--- src/rtl/psimd_add.sv ---
module psimd_add #(
  parameter int SLICE_W = 8,
  parameter bit REG_OUT = 1'b1
) (
  input  logic                   clk,
  input  logic                   rst_n,
  input  logic                   in_valid,
  input  logic [1:0]             mode,
  input  logic                   sub,
  input  logic                   sat_en,
  input  logic [4*SLICE_W-1:0]   a,
  input  logic [4*SLICE_W-1:0]   b,
  output logic                   out_valid,
  output logic [4*SLICE_W-1:0]   result,
  output logic [3:0]             ovf
);
  localparam int NS = 4;
  localparam int DW = NS * SLICE_W;

  logic          bytes_mode, half_mode;
  logic [NS:1]   cy;
  logic [NS-1:0] cin, top, ovf_c;
  logic [DW-1:0] sum_c, res_c;

  assign bytes_mode = (mode == 2'b00);
  assign half_mode  = (mode == 2'b01);

  for (genvar i = 0; i < NS; i++) begin : g_slice
    logic [SLICE_W-1:0] bx;
    logic               clamp;
    if (i == 0) begin : g_lsb
      assign cin[i] = sub;
    end else if (i == 2) begin : g_mid
      assign cin[i] = (bytes_mode || half_mode) ? sub : cy[i];
    end else begin : g_odd
      assign cin[i] = bytes_mode ? sub : cy[i];
    end
    assign bx = b[i*SLICE_W +: SLICE_W] ^ {SLICE_W{sub}};
    assign {cy[i+1], sum_c[i*SLICE_W +: SLICE_W]} =
      {1'b0, a[i*SLICE_W +: SLICE_W]} + {1'b0, bx} + {{SLICE_W{1'b0}}, cin[i]};
    if (i == NS-1) begin : g_top
      assign top[i] = 1'b1;
    end else if (i == 1) begin : g_half_top
      assign top[i] = bytes_mode || half_mode;
    end else begin : g_byte_top
      assign top[i] = bytes_mode;
    end
    assign ovf_c[i] = top[i] & (cy[i+1] ^ sub);
    assign clamp = sat_en & (bytes_mode ? ovf_c[i] :
                             half_mode  ? ovf_c[i | 1] : ovf_c[NS-1]);
    assign res_c[i*SLICE_W +: SLICE_W] =
      clamp ? {SLICE_W{~sub}} : sum_c[i*SLICE_W +: SLICE_W];
  end

  if (REG_OUT) begin : g_reg
    always_ff @(posedge clk or negedge rst_n) begin
      if (!rst_n) begin
        out_valid <= 1'b0;
        result    <= '0;
        ovf       <= '0;
      end else begin
        out_valid <= in_valid;
        if (in_valid) begin
          result <= res_c;
          ovf    <= ovf_c;
        end
      end
    end
  end else begin : g_comb
    assign out_valid = in_valid;
    assign result    = res_c;
    assign ovf       = ovf_c;
  end
endmodule

--- config.mk ---
export PLATFORM = sky130hd
export DESIGN_NAME = psimd_add
export DESIGN_NICKNAME = d
export VERILOG_FILES = /design/src/rtl/psimd_add.sv
export SDC_FILE = /design/constraint.sdc
export NUM_CORES = 1
export LEC_CHECK = 0
export ABC_CLOCK_PERIOD_IN_PS = 920
export CAP_MARGIN = 5
export CORE_UTILIZATION = 47
export DETAILED_ROUTE_END_ITERATION = 16
export PLACE_DENSITY = 0.81
export SLEW_MARGIN = 20
export SYNTH_ARGS = -nofsm -noshare
export SYNTH_HDL_FRONTEND = slang
export SYNTH_SLANG_ARGS = --single-unit
--- constraint.sdc ---
create_clock -name clk -period 0.92 [get_ports clk]
set_input_delay 0.138 -clock clk [delete_from_list [all_inputs] [get_ports clk]]
set_output_delay 0.138 -clock clk [all_outputs]
set_load 0.01 [all_outputs]
==> results of run 1 <==
worst reg2reg max path, delay by kind of cell, from the launching register on:
family | cells | cell delay (ns)
flops | 1 | 0.41
compound gates | 1 | 0.36
buf+inv | 1 | 0.14
flip-flops by register name, indices dropped and copies added, names as in the netlist:
| signal | flops |
|---|---|
| ovf | 4 |
| result | 32 |
| out_valid | 1 |
power breakdown:
group / internal [uW] / switching [uW] / total [uW] / leakage [uW]
registers: 2040 / 269 / 2310 / 0.000443
clock network: 527 / 666 / 1190 / 0.0000450
logic: 3060 / 2620 / 5680 / 0.00223
total: 5630 / 3550 / 9180 / 0.00272
cell type report:
class	instances	area share, %
multi-input cells	297	43.9
repair buffers	256	35.9
flip-flops and latches	37	16.2
well taps	80	1.75
clock buffers	6	1.27
inverters	14	0.918
clock inverters	2	0.175
how the worst max path moves through the flow:
stage               start    endpoint  slack, ns  depth (start not counted)
CTS                   sub   result[7]      -5.46                         33
global route          sub  result[20]      -5.89                         33
floorplan             sub   result[4]      -5.68                         35
finish                sub  result[20]      -5.71                         33
global placement     b[1]   result[5]      -6.09                         33
detailed placement   b[1]  result[20]      -6.35                         33
cell families after synthesis:
group | after synthesis
AND/OR/NAND/NOR | 95
AO/OA/AOI/OAI | 103
flip-flops | 37
XOR/XNOR | 59
adder cells (fa/ha/maj) | 35
buffers and inverters | 27
multiplexers | 5
metal layers:
layer,vias to the layer above,global-route usage [%],wire (um)
met5,-,0,0
met4,0,20.3,807
met3,92,8.85,1350
met2,308,62.0,6590
met1,1946,40.5,4880
li1,1784,-,-
what timing repair did:
| action | 4_1_cts | 5_1_grt |
|---|---|---|
| buffers inserted | 38 | 14 |
| gates resized for setup | 190 | 17 |
| hold buffers | 1 | 0 |
| setup endpoints to repair | 73 | 73 |
| endpoints found under the hold margin | 37 | 0 |
| pin swaps | 33 | 32 |
through the flow:
| step | cell area (sq um) | setup TNS [ns] | util [%] | instances | worst slack, ns |
|---|---|---|---|---|---|
| floorplan | 3430 | -188.88 | - | 361 | -5.68 |
| global placement | 5310 | -209.04 | 78.6 | 641 | -6.09 |
| detailed placement | 5310 | -217.59 | 78.6 | 641 | -6.35 |
| CTS | 5600 | -185.84 | 82.9 | 688 | -5.46 |
| global route | 5720 | -198.96 | 84.7 | 692 | -5.89 |
| finish | 5720 | -191.58 | 84.7 | 692 | -5.71 |
cells in the final DEF, fill, tap and decap left out, drive strengths merged, types with 3 or more instances in the layout:
cell and n:
dlygate4sd2 4, nand2b 11, nand2 23, ha 28, nor3 4, a22o 4
o211ai 4, inv 13, nor2 42, o22a 14, fa 7, clkbuf 6
clkinv 3, dfrtp 37, mux2i 4, o21ai 22, buf 189, clkdlybuf4s50 61
xor2 41, a221o 12, a21oi 25, nor2b 7, xnor2 18
==> metrics.yaml, run 1 <==
cts:
  cts_htree_levels: 2
  cts_buffers: 5
  clk_pin_slew_ns: 0.10
  root_buffer: "clkbuf_8"
  worst_skew_pair.late_latency_ns: 0.31
  clockBufferDepth: 2
  cts.sinks: 37
  tritoncts: "built"
floorplanning:
  coreArea_sq_mm: 0.00676
  rows: 30
  initial_utilization_pct: 48.5
  ios: 108
  die_h_um: 85.5
  die_x_um: 85.5
  dieArea_sq_mm: 0.00731
synth:
  synth.avg_cell_area_sq_um: 9.08
  synth_seq_cells: 37
  synth_compound_area_share_pct: 23.2
  yosysMostFrequentCell: "nor2_1"
  synth_top_family_by_area: "compound AO/OA/AOI/OAI gates"
  synthArstFlopShare_pct: 100
  syn_inst: 361
  synth.top_cell.area_share_pct: 28.2
  ys_seq_area_share_pct: 28.2
  synth_fp_nets: 467
  synth_simple_gate_area_share_pct: 13.0
  synthTopCellsByCount: "42 x nor2_1, 41 x xor2_1, 37 x dfrtp_1"
  synth_enable_flop_cells: 0
  syn_area_sq_mm: 0.00328
  ys.flop_type: "dfrtp_1"
  ys_top_cells_by_area: "dfrtp_1 28%, xor2_1 11%, ha_1 11%, nor2_1 4.8%, xnor2_1 4.8%"
  ys_types: 47
  synth_fa_ha_area_share_pct: 15.0
  synth_xor_area_share_pct: 15.8
  synth_warnings: 0
  synth_mux_area_share_pct: 1.56
  yosys.area.top_type: "dfrtp_1"
critical_path:
  r2r_start: "result[20]"
  reg2reg_to: "result[20]"
  slowest_delay_ns: 0.45
  path_buf_inv: 2
  crit_family: "adder cells"
  slowest_stage: "fa_2"
  crit_required_ns: 1.11
  r2r_slack_ns: -0.11
  worst-path-max-fanout: 7
  cp_common_cell: "fa_2"
  ff2ff_path_depth: 2
  crit_type: "input port to flip-flop"
  startpoint_type: "input port"
  endpoint_kind: "flip-flop"
  worstPathArrival_ns: 6.82
route:
  viasPerCell: 5.97
  drtAntennaViolNets: 0
  drt_iter0_markers: 289
  wl_um: 13600
  firstDrtPassIters: 5
  detail_route.wl_per_cell_um: 19.7
  route.detailed.drc: 0
  vias: 4130
final_layout:
  multi_input_area_sq_mm: 0.00251
  nets: 717
  layout-drive-gt1-share_pct: 39.9
  seqCellArea_sq_um: 926
  syn_to_final_growth_pct: 74.6
  antenna_cells: 0
  num-fill-cells: 330
power_and_ir_drop:
  ir_drop_mv: 0.901
  p_per_area_mw_per_mm2: 1600
  p_total_uw: 9180
  power.leakage_uw: 0.00272
timing:
  setup_violations: 73
  worst_hold_slack_ns: 0.331
  rsz0062_at_grt: "true"
  fin_skew_ns: 0
  slew_viol_final: 0
  min_period_ns: 6.63
  fmax_ghz: 0.151
  final_hold_viol_count: 0
  relSlewSlack_pct: 52.5
  worst_slack_ns: -5.71
  post-route-period-util_pct: 720
  tightestPinTransition_ns: 0.705
grt:
  grt_pass1_wl_um: 20500
  grt_usage_pct: 35.9
  antenna_found_initial: 0
  grt_pass1_vias: 4268
  grt_start_max_net_pins: 38
  globalRouteOverflowTotal: 0
status:
  outcome: "finished, violations left"
  violations: "negative setup slack"
worst_hold_path:
  hold_path.class: "input port to asynchronous set/reset pin"
placed_design:
  numPortBuffers: 107
  hpwl_um: 8200
  place_congestion: 0.941
job:
  maxCapViolCount: 0
Power figures use the tool's default switching activity.
==> run 2: changes to the inputs <==
--- a/config.mk
+++ b/config.mk
@@ -14,3 +14,4 @@
 export SYNTH_ARGS = -nofsm -noshare
 export SYNTH_HDL_FRONTEND = slang
 export SYNTH_SLANG_ARGS = --single-unit
+export TNS_END_PERCENT = 50
==> run 2 against run 1 <==
  * The flow still finishes with violations (negative setup slack)
  * Sequential share of layout area shrank 0.22 points
  * Cell count rose by 0.14%
  * Hold slack worse by 0.0089 ns
  * Die area unchanged
  * Largest power group unchanged
  * Combinational power increased by 2%
  * Setup slack lost 0.23 ns
  * Maximum frequency is 3.4% lower
  * Sequential power about the same
  * Critical endpoint is now result[18]
  * Power increased by 1.7%
==> metrics.yaml, run 2 (same netlist as run 1, synthesis figures left out) <==
status:
  outcome: "finished, violations left"
  violations: "negative setup slack"
route:
  detail_route.wl_per_cell_um: 21.8  # +11%
  viasPerCell: 6.19  # +3.7%
  drtAntennaViolNets: 0  # unchanged
  firstDrtPassIters: 5  # unchanged
  drt_iter0_markers: 370  # +28%
  route.detailed.drc: 0  # unchanged
  wl_um: 15100  # +11%
  vias: 4291  # +3.9%
timing:
  slew_viol_final: 0  # unchanged
  setup_violations: 72  # -1.4%
  fmax_ghz: 0.146  # -3.4%
  fin_skew_ns: 0  # unchanged
  relSlewSlack_pct: 54.8  # +2.3 points
  post-route-period-util_pct: 745  # +25 points
  final_hold_viol_count: 0  # unchanged
  fin_tns_setup_ns: -202.37  # -10.79 ns
  tightestPinTransition_ns: 0.670  # -0.0350 ns
  worst_slack_ns: -5.94  # -0.231 ns
  rsz0062_at_grt: "true"
  min_period_ns: 6.86  # +0.231 ns
power_and_ir_drop:
  switching_share_pct: 40.0  # +1.3 points
  intPower_uw: 5600  # -0.50%
  pwr-share-seq_pct: 24.9  # -0.2 points
  pwr-share-clk_pct: 12.9  # about the same
  p_sw_uw: 3730  # +5.2%
  p_comb_share_pct: 62.2  # +0.3 points
  p_per_area_mw_per_mm2: 1610  # +0.33%
  p_total_uw: 9340  # +1.7%
  power.leakage_uw: 0.00276  # +1.3%
  ir_drop_mv: 0.964  # +7.1%
final_layout:
  nets: 718  # +0.14%
  layout-drive-gt1-share_pct: 41.8  # +1.9 points
  antenna_cells: 0  # unchanged
  most-common-layout-cells: "142 x buf_4, 60 x clkdlybuf4s50_1, 39 x xor2_1, 37 x buf_2, 37 x dfrtp_1"
  top_regs: "result x32, ovf x4, out_valid x1"
  layout.cells.most_common: "buf_4"
  syn_to_final_growth_pct: 76.9
  top_register: "result"
  largest_reg_flops: 32  # unchanged
cts:
  tritoncts: "built"
  cts_htree_levels: 2  # unchanged
  cts_buffers: 5  # unchanged
  clockBufferDepth: 2  # unchanged
  cts.sinks: 37  # unchanged
  clk_pin_slew_ns: 0.10  # about the same
  worst_skew_pair.late_latency_ns: 0.29  # -0.02 ns
  root_buffer: "clkbuf_8"
grt:
  antenna_found_initial: 0  # unchanged
  grt_pass1_wl_um: 20400  # -0.21%
  globalRouteOverflowTotal: 0  # unchanged
  grt_start_max_net_pins: 38  # unchanged
  grt_usage_pct: 36.0  # +0.097 points
  grt_pass1_vias: 4278  # +0.23%
floorplanning:
  rows: 30  # unchanged
  die_x_um: 85.5  # unchanged
  initial_utilization_pct: 48.5  # unchanged
  dieArea_sq_mm: 0.00731  # unchanged
  coreArea_sq_mm: 0.00676  # unchanged
  die_h_um: 85.5  # unchanged
  ios: 108  # unchanged
critical_path:
  startpoint_type: "input port"
  slowest_delay_ns: 0.44  # about the same
  r2r_start: "result[5]"
  endpoint_kind: "flip-flop"
  crit_required_ns: 1.10  # about the same
  reg2reg_to: "result[5]"
  cp_common_cell: "fa_2"
  worstPathArrival_ns: 7.04  # +0.22 ns
  crit_type: "input port to flip-flop"
  ff2ff_path_depth: 2  # unchanged
  r2r_slack_ns: -0.07  # +0.04 ns
  worst-path-max-fanout: 6  # -1
  slowest_stage: "fa_2"
placed_design:
  place_congestion: 0.919  # -2.4%
  numPortBuffers: 107  # unchanged
  preCtsSetupSlack_ns: -6.36  # -0.00684 ns
  hpwl_um: 8110  # -1.0%
worst_hold_path:
  hold_path.class: "input port to asynchronous set/reset pin"
job:
  maxCapViolCount: 0  # unchanged
-- run 2: cell types whose count changed in the layout (fill, tap and decap cells not counted), moves of 2 or more --
| cell | change |
|---|---|
| a21oi_2 | +5 |
| nor2_2 | +6 |
| buf_12 | +2 |
| nor2_1 | -7 |
| a21oi_1 | -4 |
| buf_8 | +2 |
| buf_4 | -2 |
| mux2i_2 | -2 |
| buf_2 | +2 |
| buf_6 | -3 |
-- run 2: how the worst max path moves through the flow --
| stage | end | startpoint | slack [ns] | cells after the start |
|---|---|---|---|---|
| after detailed placement | result[21] | b[1] | -6.36 | 33 |
| after global routing | result[18] | b[1] | -6.16 | 33 |
| final | result[18] | b[1] | -5.94 | 33 |
| after CTS | result[13] | sub | -5.49 | 34 |
| after floorplan | result[4] | sub | -5.68 | 35 |
| after global placement | result[18] | b[1] | -6.14 | 33 |
-- run 2: layer usage --
| metal | vias to the layer above | wire length (um) | track usage [%] |
|---|---|---|---|
| met5 | - | 0 | 0 |
| met4 | 0 | 1060 | 19.1 |
| met3 | 123 | 1420 | 6.16 |
| met2 | 365 | 7320 | 64.0 |
| met1 | 2022 | 5290 | 41.3 |
| li1 | 1781 | - | - |
-- run 2: repair_timing --
item / 4_1_cts / 5_1_grt
hold endpoints to repair: 37 / 0
setup endpoints to repair: 73 / 73
pin swaps: 38 / 38
setup buffers: 27 / 13
gates cloned: 0 / 0
hold buffers: 1 / 0
resized for setup: 196 / 28
-- run 2: layout make-up --
cell class | instances | area, sq um
Tap cell | 80 | 100
Inverter | 14 | 52.6
Fill cell | 317 | 956
Sequential cell | 37 | 926
Clock buffer | 6 | 72.6
Timing Repair Buffer | 257 | 2080
Multi-Input combinational cell | 297 | 2560
Clock inverter | 2 | 10.0
-- run 2: power by group through the flow --
stage,Clock [uW],Combinational (uW),Sequential (uW)
after floorplan,0,2220,2480
after global placement,0,4800,2310
after detailed placement,0,4970,2310
after CTS,1110,5050,2280
after global routing,1280,6110,2360
final,1210,5800,2330
-- run 2: worst max-delay path, delay by kind of cell --
kind | cells | cell delay, ns
adders and majority gates | 7 | 2.63
AOI/OAI and AO/OA | 14 | 2.39
and+or+nand+nor | 6 | 0.82
xor gates and xnor gates | 2 | 0.45
muxes | 2 | 0.40
buffers and inverters | 2 | 0.17
-- run 2: metrics by stage --
stage / cells / area [sq um] / hold slack [ns] / util, %
2_1_floorplan: 361 / 3430 / -0.158 / -
3_3_place_gp: 645 / 5360 / 0.113 / 79.4
3_5_place_dp: 645 / 5360 / 0.119 / 79.4
4_1_cts: 681 / 5590 / 0.355 / 82.7
5_1_grt: 693 / 5800 / 0.367 / 85.9
6_report: 693 / 5800 / 0.322 / 85.9
==> run 3: changes to the inputs <==
--- a/config.mk
+++ b/config.mk
@@ -8,6 +8,7 @@
 export ABC_CLOCK_PERIOD_IN_PS = 920
 export CAP_MARGIN = 5
 export CORE_UTILIZATION = 47
+export CTS_CLUSTER_DIAMETER = 50
 export DETAILED_ROUTE_END_ITERATION = 16
 export PLACE_DENSITY = 0.81
 export SLEW_MARGIN = 20
==> results of run 3 <==
The final DEF is identical to that of run 2; final timing and power are the same.
